===== src/rtl/bwt_pkg.sv =====
package bwt_pkg;
  typedef enum logic {
    PH_OPEN = 1'b0,
    PH_SHUT = 1'b1
  } phase_e;

  localparam int unsigned NUM_ACH = 2;  // read and write address channels
  localparam int unsigned AR_IDX  = 0;
  localparam int unsigned AW_IDX  = 1;
endpackage


===== src/rtl/bwt_period_timer.sv =====
module bwt_period_timer
  import bwt_pkg::*;
#(
  parameter int unsigned CNT_W = 16
) (
  input  logic             clk,
  input  logic             rst_n,
  input  logic [CNT_W-1:0] on_len,
  input  logic [CNT_W-1:0] off_len,
  output logic             win_open,
  output logic             gate_off,
  output logic             period_wrap
);
  localparam int unsigned EXT_W = CNT_W + 1;

  phase_e           ph_q, ph_d;
  logic [CNT_W-1:0] cnt_q, cnt_d;
  logic             cnt_en;
  logic [EXT_W-1:0] cnt_inc;
  logic             last_open, last_shut;

  assign gate_off  = (on_len == '0) && (off_len == '0);
  assign cnt_en    = !gate_off;
  assign cnt_inc   = {1'b0, cnt_q} + EXT_W'(1);
  assign last_open = cnt_inc >= {1'b0, on_len};
  assign last_shut = cnt_inc >= {1'b0, off_len};
  assign win_open  = gate_off || ((ph_q == PH_OPEN) && (on_len != '0));

  always_comb begin
    ph_d        = ph_q;
    cnt_d       = cnt_q + CNT_W'(1);
    period_wrap = 1'b0;
    unique case (ph_q)
      PH_OPEN: begin
        if (last_open) begin
          cnt_d = '0;
          if (off_len != '0) ph_d = PH_SHUT;
          else               period_wrap = 1'b1;
        end
      end
      PH_SHUT: begin
        if (last_shut) begin
          cnt_d = '0;
          if (on_len != '0) begin
            ph_d        = PH_OPEN;
            period_wrap = 1'b1;
          end
        end
      end
      default: ph_d = PH_OPEN;
    endcase
  end

  always_ff @(posedge clk or negedge rst_n) begin
    if (!rst_n) begin
      ph_q  <= PH_OPEN;
      cnt_q <= '0;
    end else if (cnt_en) begin
      ph_q  <= ph_d;
      cnt_q <= cnt_d;
    end
  end

  // position counter stays inside the current window
  p_open_bound_r1: assert property (@(posedge clk) disable iff (!rst_n)
    (!gate_off && ph_q == PH_OPEN && on_len != '0) |-> (cnt_q < on_len));
  p_shut_bound_r1: assert property (@(posedge clk) disable iff (!rst_n)
    (ph_q == PH_SHUT && off_len != '0) |-> (cnt_q < off_len));
  // a zero closed length never enters the closed phase
  p_never_shut_r8: assert property (@(posedge clk) disable iff (!rst_n)
    (off_len == '0) |-> (ph_q == PH_OPEN));
endmodule


===== src/rtl/bwt_budget.sv =====
module bwt_budget #(
  parameter int unsigned CAP_W  = 16,
  parameter int unsigned USED_W = CAP_W + 1
) (
  input  logic             clk,
  input  logic             rst_n,
  input  logic [CAP_W-1:0] cap,
  input  logic [1:0]       beats,
  input  logic             period_wrap,
  output logic             budget_ok
);
  localparam int unsigned SUM_W = USED_W + 1;

  logic [USED_W-1:0] used_q, used_d;
  logic [SUM_W-1:0]  sum;
  logic              used_en;

  assign sum       = {1'b0, used_q} + SUM_W'(beats);
  assign used_en   = period_wrap || (beats != 2'd0);
  assign budget_ok = (cap == '0) || (used_q < USED_W'(cap));

  always_comb begin
    if (period_wrap)     used_d = '0;
    else if (sum[USED_W]) used_d = '1;
    else                 used_d = sum[USED_W-1:0];
  end

  always_ff @(posedge clk or negedge rst_n) begin
    if (!rst_n)       used_q <= '0;
    else if (used_en) used_q <= used_d;
  end

  // tally is empty at the start of every period
  p_clear_on_wrap_r6: assert property (@(posedge clk) disable iff (!rst_n)
    period_wrap |=> (used_q == '0));
  // tally only grows inside a period
  p_no_shrink_r4: assert property (@(posedge clk) disable iff (!rst_n)
    (!period_wrap && used_q != '0) |=> (used_q != '0));
endmodule


===== src/rtl/bwt_chan_gate.sv =====
module bwt_chan_gate (
  input  logic allow,
  input  logic up_valid,
  output logic up_ready,
  output logic dn_valid,
  input  logic dn_ready
);
  assign dn_valid = up_valid && allow;
  assign up_ready = dn_ready && allow;
endmodule


===== src/rtl/bwt_throttle.sv =====
module bwt_throttle
  import bwt_pkg::*;
#(
  parameter int unsigned CNT_W = 16,
  parameter int unsigned CAP_W = 16
) (
  input  logic             clk,
  input  logic             rst_n,
  input  logic [CNT_W-1:0] cfg_on_len,
  input  logic [CNT_W-1:0] cfg_off_len,
  input  logic [CAP_W-1:0] cfg_word_cap,
  input  logic             s_arvalid,
  output logic             s_arready,
  output logic             m_arvalid,
  input  logic             m_arready,
  input  logic             s_awvalid,
  output logic             s_awready,
  output logic             m_awvalid,
  input  logic             m_awready,
  input  logic             s_wvalid,
  output logic             s_wready,
  output logic             m_wvalid,
  input  logic             m_wready,
  input  logic             m_rvalid,
  output logic             m_rready,
  output logic             s_rvalid,
  input  logic             s_rready
);
  logic       win_open, gate_off, period_wrap, budget_ok, allow;
  logic       r_beat, w_beat;
  logic [1:0] beats;

  logic [NUM_ACH-1:0] up_valid, up_ready, dn_valid, dn_ready;

  // data channels are observed, never gated
  assign s_rvalid = m_rvalid;
  assign m_rready = s_rready;
  assign m_wvalid = s_wvalid;
  assign s_wready = m_wready;

  assign r_beat = m_rvalid && s_rready;
  assign w_beat = s_wvalid && m_wready;
  assign beats  = {1'b0, r_beat} + {1'b0, w_beat};

  bwt_period_timer #(.CNT_W(CNT_W)) timer_i (
    .clk         (clk),
    .rst_n       (rst_n),
    .on_len      (cfg_on_len),
    .off_len     (cfg_off_len),
    .win_open    (win_open),
    .gate_off    (gate_off),
    .period_wrap (period_wrap)
  );

  bwt_budget #(.CAP_W(CAP_W)) budget_i (
    .clk         (clk),
    .rst_n       (rst_n),
    .cap         (cfg_word_cap),
    .beats       (beats),
    .period_wrap (period_wrap),
    .budget_ok   (budget_ok)
  );

  assign allow = gate_off || (win_open && budget_ok);

  assign up_valid[AR_IDX] = s_arvalid;
  assign up_valid[AW_IDX] = s_awvalid;
  assign dn_ready[AR_IDX] = m_arready;
  assign dn_ready[AW_IDX] = m_awready;
  assign s_arready = up_ready[AR_IDX];
  assign s_awready = up_ready[AW_IDX];
  assign m_arvalid = dn_valid[AR_IDX];
  assign m_awvalid = dn_valid[AW_IDX];

  for (genvar g = 0; g < NUM_ACH; g++) begin : g_ach
    bwt_chan_gate gate_i (
      .allow    (allow),
      .up_valid (up_valid[g]),
      .up_ready (up_ready[g]),
      .dn_valid (dn_valid[g]),
      .dn_ready (dn_ready[g])
    );
  end

  // no address handshake while the window is closed
  p_closed_no_addr_r2: assert property (@(posedge clk) disable iff (!rst_n)
    !win_open |-> !(s_arvalid && s_arready) && !(s_awvalid && s_awready));
  // exhausted budget blocks both address channels
  p_exhausted_r4: assert property (@(posedge clk) disable iff (!rst_n)
    (!gate_off && !budget_ok) |-> !m_arvalid && !m_awvalid);
  // disabled gating passes both address channels
  p_disabled_pass_r7: assert property (@(posedge clk) disable iff (!rst_n)
    gate_off |-> (s_arready == m_arready) && (s_awready == m_awready));
  // data beats are never held off
  p_data_through_r10: assert property (@(posedge clk) disable iff (!rst_n)
    (m_rvalid == s_rvalid) && (s_wready == m_wready));
endmodule


===== config.mk =====
export PLATFORM = sky130hd
export DESIGN_NAME = bwt_throttle
export DESIGN_NICKNAME = d
export VERILOG_FILES = /design/src/rtl/bwt_pkg.sv /design/src/rtl/bwt_period_timer.sv /design/src/rtl/bwt_budget.sv /design/src/rtl/bwt_chan_gate.sv /design/src/rtl/bwt_throttle.sv
export SDC_FILE = /design/constraint.sdc
export NUM_CORES = 1
export LEC_CHECK = 0
export ABC_AREA = 1
export BUFFER_PORTS_ARGS = -buffer_cell sky130_fd_sc_hd__buf_2
export CAP_MARGIN = 20
export CORE_AREA = 8 8 91 93
export CTS_BUF_LIST = sky130_fd_sc_hd__clkbuf_2 sky130_fd_sc_hd__clkbuf_4 sky130_fd_sc_hd__clkbuf_8
export DETAILED_ROUTE_END_ITERATION = 10
export DIE_AREA = 0 0 99 101
export PLACE_DENSITY = 0.81
export SYNTH_ARGS = -nofsm -noshare
export SYNTH_HDL_FRONTEND = slang
export SYNTH_SLANG_ARGS = --single-unit

===== constraint.sdc =====
create_clock -name clk -period 6.9 [get_ports clk]
set_input_delay 0.345 -clock clk [delete_from_list [all_inputs] [get_ports clk]]
set_output_delay 0.345 -clock clk [all_outputs]
set_load 0.01 [all_outputs]

==> summary.md, run 1 <==
| Metric | Value |
|---|---|
| Status | finished clean |
| Die area | 10000 µm² |
| Die height | 101 µm |
| Drt total wl | 8890 µm |
| Part of the cycle the worst path needs | 43.7% |
| Util after Layout | 62.6% |
| RSZ-0062 raised after global routing | no |
| Final setup vio count | 0 |
| Setup TNS | 0 ns |
| Crit path top cell by count | nand2_1 |
| Antenna-violating nets left | 0 |
| WL per Instance | 11.9 µm |
| Max VDD drop | 0.121 mV |
| Pleak | 2.72 nW |
| Mapped Avg Cell Area | 6.49 µm² |
| DRC violations left | 0 |
| Hold/Removal Path Class | input pin to asynchronous set/reset pin |
| Postcts setup bufs | 0 |
| Sequential fraction of the synthesis area | 21.9% |
| First-pass GRT wire length | 15500 µm |
| Final hold viol count | 0 |
| DIE WIDTH | 99 µm |
| CTS Buf Count | 5 |
| Port-buffer cells | 65 |
| # IOs | 66 |
| CP arrival | 3.19 ns |
| WS Path Type | register to register |
| Sink Count | 34 |
| Initial antenna violation count | 0 |
| Hold buffer count at cts | 0 |
| Slowest-stage cell, CP | dfrtp_1 |
| CTS tree | built |
| Worst skew pair latency | 0.28 ns |
| Cell variety after synth | 38 |
| Share of cells above drive strength 1 | 17.6% |
| Most frequent cells in the layout | 173 x nand2_1, 117 x inv_1, 65 x buf_2 |
| Register bit total from synthesis | 34 |
| Setup crit end kind | register |
| Placeable Area | 6940 µm² |
| Gp weighted congestion | 0.914 |
| First-pass detailed-route iteration total | 5 |
| Most common cell after layout, fill and taps aside | nand2_1 |
| Depth of the CTS H-tree | 2 |
| WP data required | 7.08 ns |
| CP Cell Sequence | ha_1 -> nand2_1 -> nor2_2 -> nand3_4 -> nor3_2 -> nand2_1 -> xor2_1 -> inv_1 -> ha_1 -> nand3_1 -> nor2_1 -> nand3_1 -> nand2_1 -> nor2_1 -> nand2_1 -> nand2_1 -> nand2_2 -> nand3_4 -> nand2_1 -> inv_2 |
| Crit Path Max Fanout | 17 |
| Row Count | 31 |
| Max-slew violations | 0 |
| 1st-iter DRT viols | 94 |
| FFs w/ async S/R, synth | 100% |
| Synth Flop Type | dfrtp_1 |
| Syn. warnings | 0 |
| GRT Total Usage | 18.6% |
| Clock skew | 0.00399 ns |
| Final min period | 3.01 ns |
| Via density | 5.01 |
| Largest net degree at the start of global routing | 35 |
| Fillers | 656 |
| Number of global-route vias before repair | 3767 |
| Switching power | 0.327 mW |
| Longest Clk Path Bufs | 2 |
| Syn nets | 711 |
| Least-Margin Pin Slew | 0.742 ns |
| Max-slew headroom | 50.6% |
| CTS root buffer | clkbuf_8 |
| Max Clk Rate | 332 MHz |
| Combinational Power Share | 44.3% |
| Power per cell area | 180 nW/µm² |
| Final antenna diode count | 0 |
| Via count | 3732 |
| Clk slew on worst S/H paths | 0.07 ns |
| Placed inst area | 4240 µm² |
| EDFF count, synth | 0 |
| Final net count | 773 |
| Worst hold slack | 0.118 ns |
| Layout area overhead | 11.7% |
| CTS resizes | 0 |
| Clock share of power | 19.3% |
| Sequential power share | 36.4% |
| Initial Util | 56.0% |
| Mapped cell area | 3890 µm² |
| Total grt overflow | 0 |
| Crit-path max cell delay | 0.43 ns |
| # Max-Cap Violations | 0 |
| Switching share of total power | 41.9% |
| P_int | 0.454 mW |
| HPWL Detailed | 7650 µm |
| Cell count after synthesis | 600 |
| Final instance area | 4350 µm² |
| Crit path launch type | register |
## cell families (layout without fill, tap and decap cells)
group	count (synthesis)	after routing	share of synthesized area, %
AND/OR/NAND/NOR	313	313	36.8
buffers and inverters	146	209	15.2
adder cells (fa/ha/maj)	53	53	17.2
AO/OA/AOI/OAI	40	40	5.82
flip-flops	34	34	21.9
XOR/XNOR	14	14	3.15
## path summary, 6_finish.rpt
| kind | start | endpoint | slack, ns | depth (start not counted) |
|---|---|---|---|---|
| max in group asynchronous | rst_n | budget_i.used_q[10] | 6.30 | 1 |
| max reg2reg | timer_i.cnt_q[0] | budget_i.used_q[8] | 3.89 | 20 |
| min in group clk | cfg_on_len[3] | timer_i.ph_q | 0.49 | 4 |
| min reg2reg | timer_i.cnt_q[15] | timer_i.cnt_q[15] | 0.51 | 2 |
| min | rst_n | timer_i.cnt_q[13] | 0.12 | 1 |
| max | timer_i.cnt_q[0] | budget_i.used_q[8] | 3.89 | 20 |
## per-stage QoR
| step | setup slack (ns) | power, mW | std cells |
|---|---|---|---|
| final | 3.89 | 0.781 | 745 |
| after global routing | 3.49 | 0.866 | 745 |
| after CTS | 3.86 | 0.786 | 744 |
| after detailed placement | 3.87 | 0.633 | 736 |
| after global placement | 3.99 | 0.613 | 736 |
| after floorplan | 4.13 | 0.537 | 600 |
## per-layer routing
| layer | up-vias | track usage (%) | routed length [µm] |
|---|---|---|---|
| li1 | 1975 | - | - |
| met3 | 21 | 3.80 | 391 |
| met2 | 76 | 35.2 | 4600 |
| met1 | 1660 | 19.3 | 3640 |
| met5 | - | 0 | 0 |
| met4 | 0 | 8.26 | 255 |
## power groups by stage
stage	clock network [mW]	logic, mW	registers, mW
finish	0.150	0.346	0.284
global route	0.165	0.409	0.292
CTS	0.154	0.347	0.284
detailed placement	0	0.346	0.287
global placement	0	0.326	0.286
floorplan	0	0.267	0.270
## Yosys cell counts (4+ instances only)
| library cell | number | area share (%) |
|---|---|---|
| a21boi_0 | 4 | 0.77 |
| inv_1 | 117 | 11 |
| dfrtp_1 | 34 | 22 |
| nor2_1 | 56 | 5.4 |
| a21oi_1 | 16 | 2.1 |
| xnor2_1 | 7 | 1.6 |
| nor2_2 | 4 | 0.64 |
| ha_1 | 52 | 17 |
| nand3_1 | 31 | 4.0 |
| nor3_1 | 5 | 0.64 |
| nand2_1 | 173 | 17 |
| buf_4 | 5 | 0.96 |
| o21ai_0 | 12 | 1.5 |
| nand3_2 | 4 | 1.0 |
| nand2_2 | 6 | 0.96 |
| nor4_1 | 4 | 0.64 |
| inv_2 | 18 | 1.7 |
| xor2_1 | 7 | 1.6 |
| nand4_1 | 16 | 2.6 |
## registers in the layout, summed over array words and instances, names as in the netlist
signal	count
budget_i.used_q	17
timer_i.cnt_q	16
timer_i.ph_q	1
## cell type report
type                    count  area (µm²)  area share [%]
inverters                 135         507            11.7
clock buffers               6        82.6            1.90
well taps                  82         103            2.36
flip-flops and latches     34         851            19.6
clock inverters             2        12.5           0.288
multi-input cells         420        2450            56.4
repair buffers             66         340            7.83
## critical path, delay by kind of cell, from the launching register on
| family | cells | cell delay (ns) |
|---|---|---|
| simple gates | 15 | 1.67 |
| fa+ha+maj | 2 | 0.52 |
| flops | 1 | 0.43 |
| xor+xnor | 1 | 0.17 |
| buf+inv | 2 | 0.13 |
Power figures use the tool's default switching activity.
==> inputs of run 2 (changes only) <==
Clock period 6.9 ns to 3.1 ns, I/O delays scaled along.
==> run 2 against run 1 <==
  * Die area did not move
  * Utilization rose by 4.1 points
  * Clock-buffer cell count did not move
  * Clock skew is 0.0033 ns higher
  * Worst setup slack got worse by 3.8 ns
  * Routed wire length up 11%
  * First-iteration DRC count up 44%
==> summary.md, run 2 (synthesis gave the netlist of run 1 again) <==
| Metric | Value |
|---|---|
| CTS tree | built |
| WP data required | 3.29 ns |
| Sink Count | 34 |
| Most frequent cells in the layout | 162 x nand2_1, 115 x inv_1, 65 x buf_2 |
| Max VDD drop | 0.291 mV |
| Max-slew headroom | 50.0% |
| Longest Clk Path Bufs | 2 |
| # IOs | 66 |
| GRT Total Usage | 18.5% |
| CP startpoint | timer_i.cnt_q[0] |
| # placed instances | 738 |
| Number of global-route vias before repair | 3784 |
| Power per cell area | 416 nW/µm² |
| Initial antenna violation count | 0 |
| Top flop regs | budget_i.used_q (17), timer_i.cnt_q (16), timer_i.ph_q (1) |
| # Max-Cap Violations | 0 |
| Via count | 3899 |
| HPWL Detailed | 7530 µm |
| Final setup vio count | 0 |
| Row Count | 31 |
| R2R Setup Slk | 0.08 ns |
| Least-Margin Pin Slew | 0.751 ns |
| Fin cells | 758 |
| Status | finished clean |
| Max-slew violations | 0 |
| Worst skew pair latency | 0.29 ns |
| Min-Delay Startpoint | cfg_on_len[3] |
| Port-buffer cells | 65 |
| Max FFs per register | 17 |
| Hold/Removal Path Class | input pin to register |
| Total grt overflow | 0 |
| R2R depth | 21 |
| Initial Util | 56.0% |
| Gp weighted congestion | 0.953 |
| DRC violations left | 0 |
| Final hold viol count | 0 |
| Largest net degree at the start of global routing | 35 |
| WS Path Type | register to register |
| Final min period | 3.02 ns |
| Pleak | 2.80 nW |
| Worst setup margin | 0.0787 ns |
| Worst hold slack | 0.314 ns |
| Final net count | 787 |
| Depth of the CTS H-tree | 2 |
| CP arrival | 3.21 ns |
| Part of the cycle the worst path needs | 97.5% |
| Max Clk Rate | 331 MHz |
| First-pass GRT wire length | 15400 µm |
| Reg2Reg Capture Point | budget_i.used_q[4] |
| Most common cell after layout, fill and taps aside | nand2_1 |
| Final antenna diode count | 0 |
| WL per Instance | 13.0 µm |
| Reg with most FFs | budget_i.used_q |
| Worst R2R Start | timer_i.cnt_q[0] |
| Die height | 101 µm |
| Antenna-violating nets left | 0 |
| 1st-iter DRT viols | 135 |
| Die area | 10000 µm² |
| Share of cells above drive strength 1 | 23.1% |
| Crit path launch type | register |
| Layout area overhead | 19.0% |
| Drt total wl | 9880 µm |
| Crit Path Max Fanout | 8 |
| Placeable Area | 6940 µm² |
| DIE WIDTH | 99 µm |
| Clock skew | 0.00732 ns |
| CTS Buf Count | 5 |
| Via density | 5.14 |
| CTS root buffer | clkbuf_8 |
| First-pass detailed-route iteration total | 5 |
| Overall Power | 1.93 mW |
| Setup crit end kind | register |
| Crit path to | budget_i.used_q[4] |
| Util after Layout | 66.7% |
| Hold-critical path depth | 4 |
| Clk slew on worst S/H paths | 0.07 ns |
| DP Worst Slack | 0.133 ns |
## run 2: cell count changes in the layout (fill, tap and decap cells not counted), sizes merged
| cell | change |
|---|---|
| clkinvlp | -1 |
| bufinv | +1 |
| nand3 | +2 |
| buf | +10 |
| clkinv | -1 |
| nand2 | +1 |
| dlygate4sd3 | +1 |
## run 2: final cells by class
class	instances	area [µm²]
Multi-Input combinational cell	423	2630
Fill cell	605	2310
Sequential cell	34	851
Inverter	135	507
Timing Repair Buffer	77	430
Tap cell	82	103
Clock buffer	6	82.6
Clock inverter	1	30.0
## run 2: per-stage QoR
step / instance area [µm²] / setup TNS [ns]
finish: 4630 / 0
global route: 4630 / -3.51
CTS: 4370 / 0
detailed placement: 4250 / 0
global placement: 4250 / 0
floorplan: 3890 / 0
## run 2: routing by layer
metal	part of all wire [%]	up-vias	GRT usage (%)
met5	0	-	0
met4	3.4	0	7.08
met3	4.9	32	3.52
met2	52	104	36.0
met1	39	1753	19.0
li1	-	2010	-
## run 2: worst max-delay path, cell delays in order, from the launching register on
cell and delay [ns]:
dfrtp_1 0.37, ha_2 0.20, nand2_2 0.08, nor2_4 0.16, nand3_4 0.09, nor3_4 0.22
nand2_2 0.09, xor2_2 0.17, inv_2 0.09, ha_4 0.27, nand2_2 0.06, nor2_2 0.13
nand2_2 0.10, nor2_4 0.12, nand2_2 0.06, nand2_2 0.07, nand2_2 0.07, nand4_4 0.10
buf_12 0.15, nand3_4 0.14, nand2_1 0.10, inv_1 0.04
## run 2: where the power goes
group	total, mW	switching [mW]	internal [mW]	leakage [nW]
clock network	0.415	0.158	0.257	0.0573
logic	0.886	0.527	0.358	2.29
registers	0.626	0.103	0.522	0.456
total	1.93	0.789	1.14	2.80
## run 2: timing repair
item | CTS | global route
buffers inserted | 0 | 9
hold buffers | 1 | 0
hold endpoints to repair | 34 | 0
resized for setup | 0 | 34
setup endpoints to repair | 0 | 34
## run 2: how the worst min path moves through the flow
| stage | end |
|---|---|
| global placement | timer_i.cnt_q[13] |
| global route | timer_i.ph_q |
| finish | timer_i.ph_q |
| detailed placement | timer_i.cnt_q[9] |
| CTS | timer_i.ph_q |
| floorplan | budget_i.used_q[0] |
==> inputs of run 3 (changes only) <==
Settings changed: SETUP_SLACK_MARGIN set to 0.3.
==> run 3 against run 2 <==
  * Routed wire length increased by 5.8%
  * Power up 3.5%
  * Clock-buffer cell count is the same
  * Sequential cell count is the same
  * Sequential power is 2% higher
  * Global-route usage up 1.3 points
  * Worst setup slack better by 0.073 ns
  * Design area rose by 3.5%
  * Worst hold slack better by 0.0024 ns
  * Clock power about the same
  * Die area unchanged
  * Combinational power is 6.4% higher
  * Critical path type unchanged
==> summary.md, run 3 (synthesis gave the netlist of run 1 again) <==
| Metric | Value |
|---|---|
| DRC violations left | 0 |
| Worst setup margin | 0.152 ns |
| Longest Clk Path Bufs | 2 |
| Met2 usage | 37.7% |
| Max FFs per register | 17 |
| Sink Count | 34 |
| Pleak | 2.87 nW |
| Hold-critical path depth | 4 |
| # IOs | 66 |
| Top cell family by delay on the critical path | simple AND/OR/NAND/NOR gates |
| WS Path Type | register to register |
| Layout area overhead | 23.2% |
| Power per cell area | 416 nW/µm² |
| Antenna-violating nets left | 0 |
| Max-slew headroom | 50.1% |
| RSZ-0062 raised after global routing | yes |
| Crit path top cell by count | nand2_1 |
| WP depth | 20 |
| Overall Power | 1.99 mW |
| Fillers | 565 |
| CTS root buffer | clkbuf_8 |
| Final hold viol count | 0 |
| Via count | 3990 |
| Port-buffer cells | 65 |
| Final min period | 2.95 ns |
| M3 GR Usage | 3.52% |
| Min-Delay Startpoint | cfg_on_len[3] |
| Slowest-stage cell, CP | dfrtp_1 |
| HPWL Detailed | 7530 µm |
| Hold/Removal Path Class | input pin to register |
| Crit path launch type | register |
| Setup TNS | 0 ns |
| Most frequent cells in the layout | 153 x nand2_1, 112 x inv_1, 65 x buf_2 |
| Total grt overflow | 0 |
| Met1 Usage GRT | 20.2% |
| Final net count | 796 |
| Initial antenna violation count | 0 |
| Initial Util | 56.0% |
| Reg with most FFs | budget_i.used_q |
| CP startpoint | timer_i.cnt_q[1] |
| # Max-Cap Violations | 0 |
| Multi-input logic area | 2730 µm² |
| Crit Path Max Fanout | 8 |
| Crit-path max cell delay | 0.40 ns |
| Share of cells above drive strength 1 | 26.6% |
| Clock skew | 0.00696 ns |
| Max VDD drop | 0.318 mV |
| Via density | 5.20 |
| Part of the cycle the worst path needs | 95.1% |
| Worst skew pair latency | 0.29 ns |
| DP Worst Slack | 0.133 ns |
| Least-Margin Pin Slew | 0.748 ns |
| CP bufs+invs | 2 |
| Most common cell after layout, fill and taps aside | nand2_1 |
| Number of global-route vias before repair | 3913 |
| WL per Instance | 13.6 µm |
| Final antenna diode count | 0 |
| 1st-iter DRT viols | 183 |
| First-pass GRT wire length | 16400 µm |
| Gp weighted congestion | 0.953 |
| Clk slew on worst S/H paths | 0.06 ns |
| GRT Total Usage | 19.8% |
| Max Clk Rate | 339 MHz |
| Max-slew violations | 0 |
| Gr busiest metal | met2 |
| Status | finished clean |
| CTS tree | built |
| First-pass detailed-route iteration total | 5 |
| Largest net degree at the start of global routing | 35 |
| Top flop regs | budget_i.used_q (17), timer_i.cnt_q (16), timer_i.ph_q (1) |
| Die height | 101 µm |
| CTS Buf Count | 5 |
| Row Count | 31 |
| CP Cell Sequence | ha_2 -> nand2_4 -> nor2_4 -> nand3_4 -> nor3_4 -> nand2_2 -> xor2_2 -> inv_2 -> ha_4 -> nand3_2 -> nor2_4 -> nand3_1 -> nand2_1 -> nor2_1 -> nand2_1 -> nand2_2 -> nand2_8 -> nand3_4 -> nand2_1 -> inv_1 |
| Drt total wl | 10500 µm |
| Worst R2R Start | timer_i.cnt_q[1] |
| WP data required | 3.28 ns |
| CP arrival | 3.13 ns |
| Setup crit end kind | register |
| Depth of the CTS H-tree | 2 |
| Final setup vio count | 0 |
| Die area | 10000 µm² |
| DIE WIDTH | 99 µm |
| R2R depth | 20 |
| Register area | 851 µm² |
| Placeable Area | 6940 µm² |
run 3: changes by cell type in the layout (fill, tap and decap cells not counted), sizes merged:
cell	delta
buf	+10
nand2	-1
run 3: layout make-up:
type                    count  area share (%)
clock buffers               6            1.72
clock inverters             1           0.626
inverters                 135            10.6
multi-input cells         422            56.9
flip-flops and latches     34            17.7
well taps                  82            2.14
repair buffers             87            10.3
run 3: per-stage QoR:
step | utilization, % | instance area [µm²] | hold slack, ns | instances
6_report | 69.1 | 4790 | 0.316 | 767
5_1_grt | 69.1 | 4790 | 0.345 | 767
4_1_cts | 65.4 | 4540 | 0.297 | 753
3_5_place_dp | 61.2 | 4250 | 0.262 | 738
3_3_place_gp | 61.2 | 4250 | 0.246 | 738
2_1_floorplan | - | 3890 | -0.141 | 600
run 3: per-layer routing:
layer	wire length [µm]	up-vias
met5	0	-
met4	364	0
met3	516	33
met2	5540	125
met1	4040	1807
li1	-	2025
run 3: worst paths after layout:
| kind | to | slack (ns) |
|---|---|---|
| setup / recovery | budget_i.used_q[16] | 0.15 |
| hold / removal | timer_i.ph_q | 0.32 |
| setup reg to reg | budget_i.used_q[16] | 0.15 |
| hold reg to reg | timer_i.cnt_q[15] | 0.52 |
| max in group asynchronous | budget_i.used_q[11] | 2.14 |
| min in group asynchronous | timer_i.cnt_q[10] | 0.47 |
run 3: power by group:
part | switching (mW) | total [mW] | internal [mW]
sequential | 0.115 | 0.637 | 0.522
combinational | 0.547 | 0.943 | 0.396
clock | 0.157 | 0.414 | 0.257
run 3: worst reg2reg max path, cell delays in order, from the launching register on:
cell     delay (ns)
dfrtp_1        0.40
ha_2           0.23
nand2_4        0.07
nor2_4         0.13
nand3_4        0.10
nor3_4         0.21
nand2_2        0.10
xor2_2         0.19
inv_2          0.10
ha_4           0.28
nand3_2        0.10
nor2_4         0.13
nand3_1        0.08
nand2_1        0.07
nor2_1         0.04
nand2_1        0.09
nand2_2        0.11
nand2_8        0.13
nand3_4        0.16
nand2_1        0.09
inv_1          0.04
run 3: repair_timing:
action | CTS | global route
cloned | 2 | 0
endpoints found under the setup margin | 33 | 34
pin swaps | 18 | 24
gates resized for setup | 23 | 36
hold buffers | 1 | 0
hold endpoints to repair | 34 | 0
setup buffers | 5 | 14
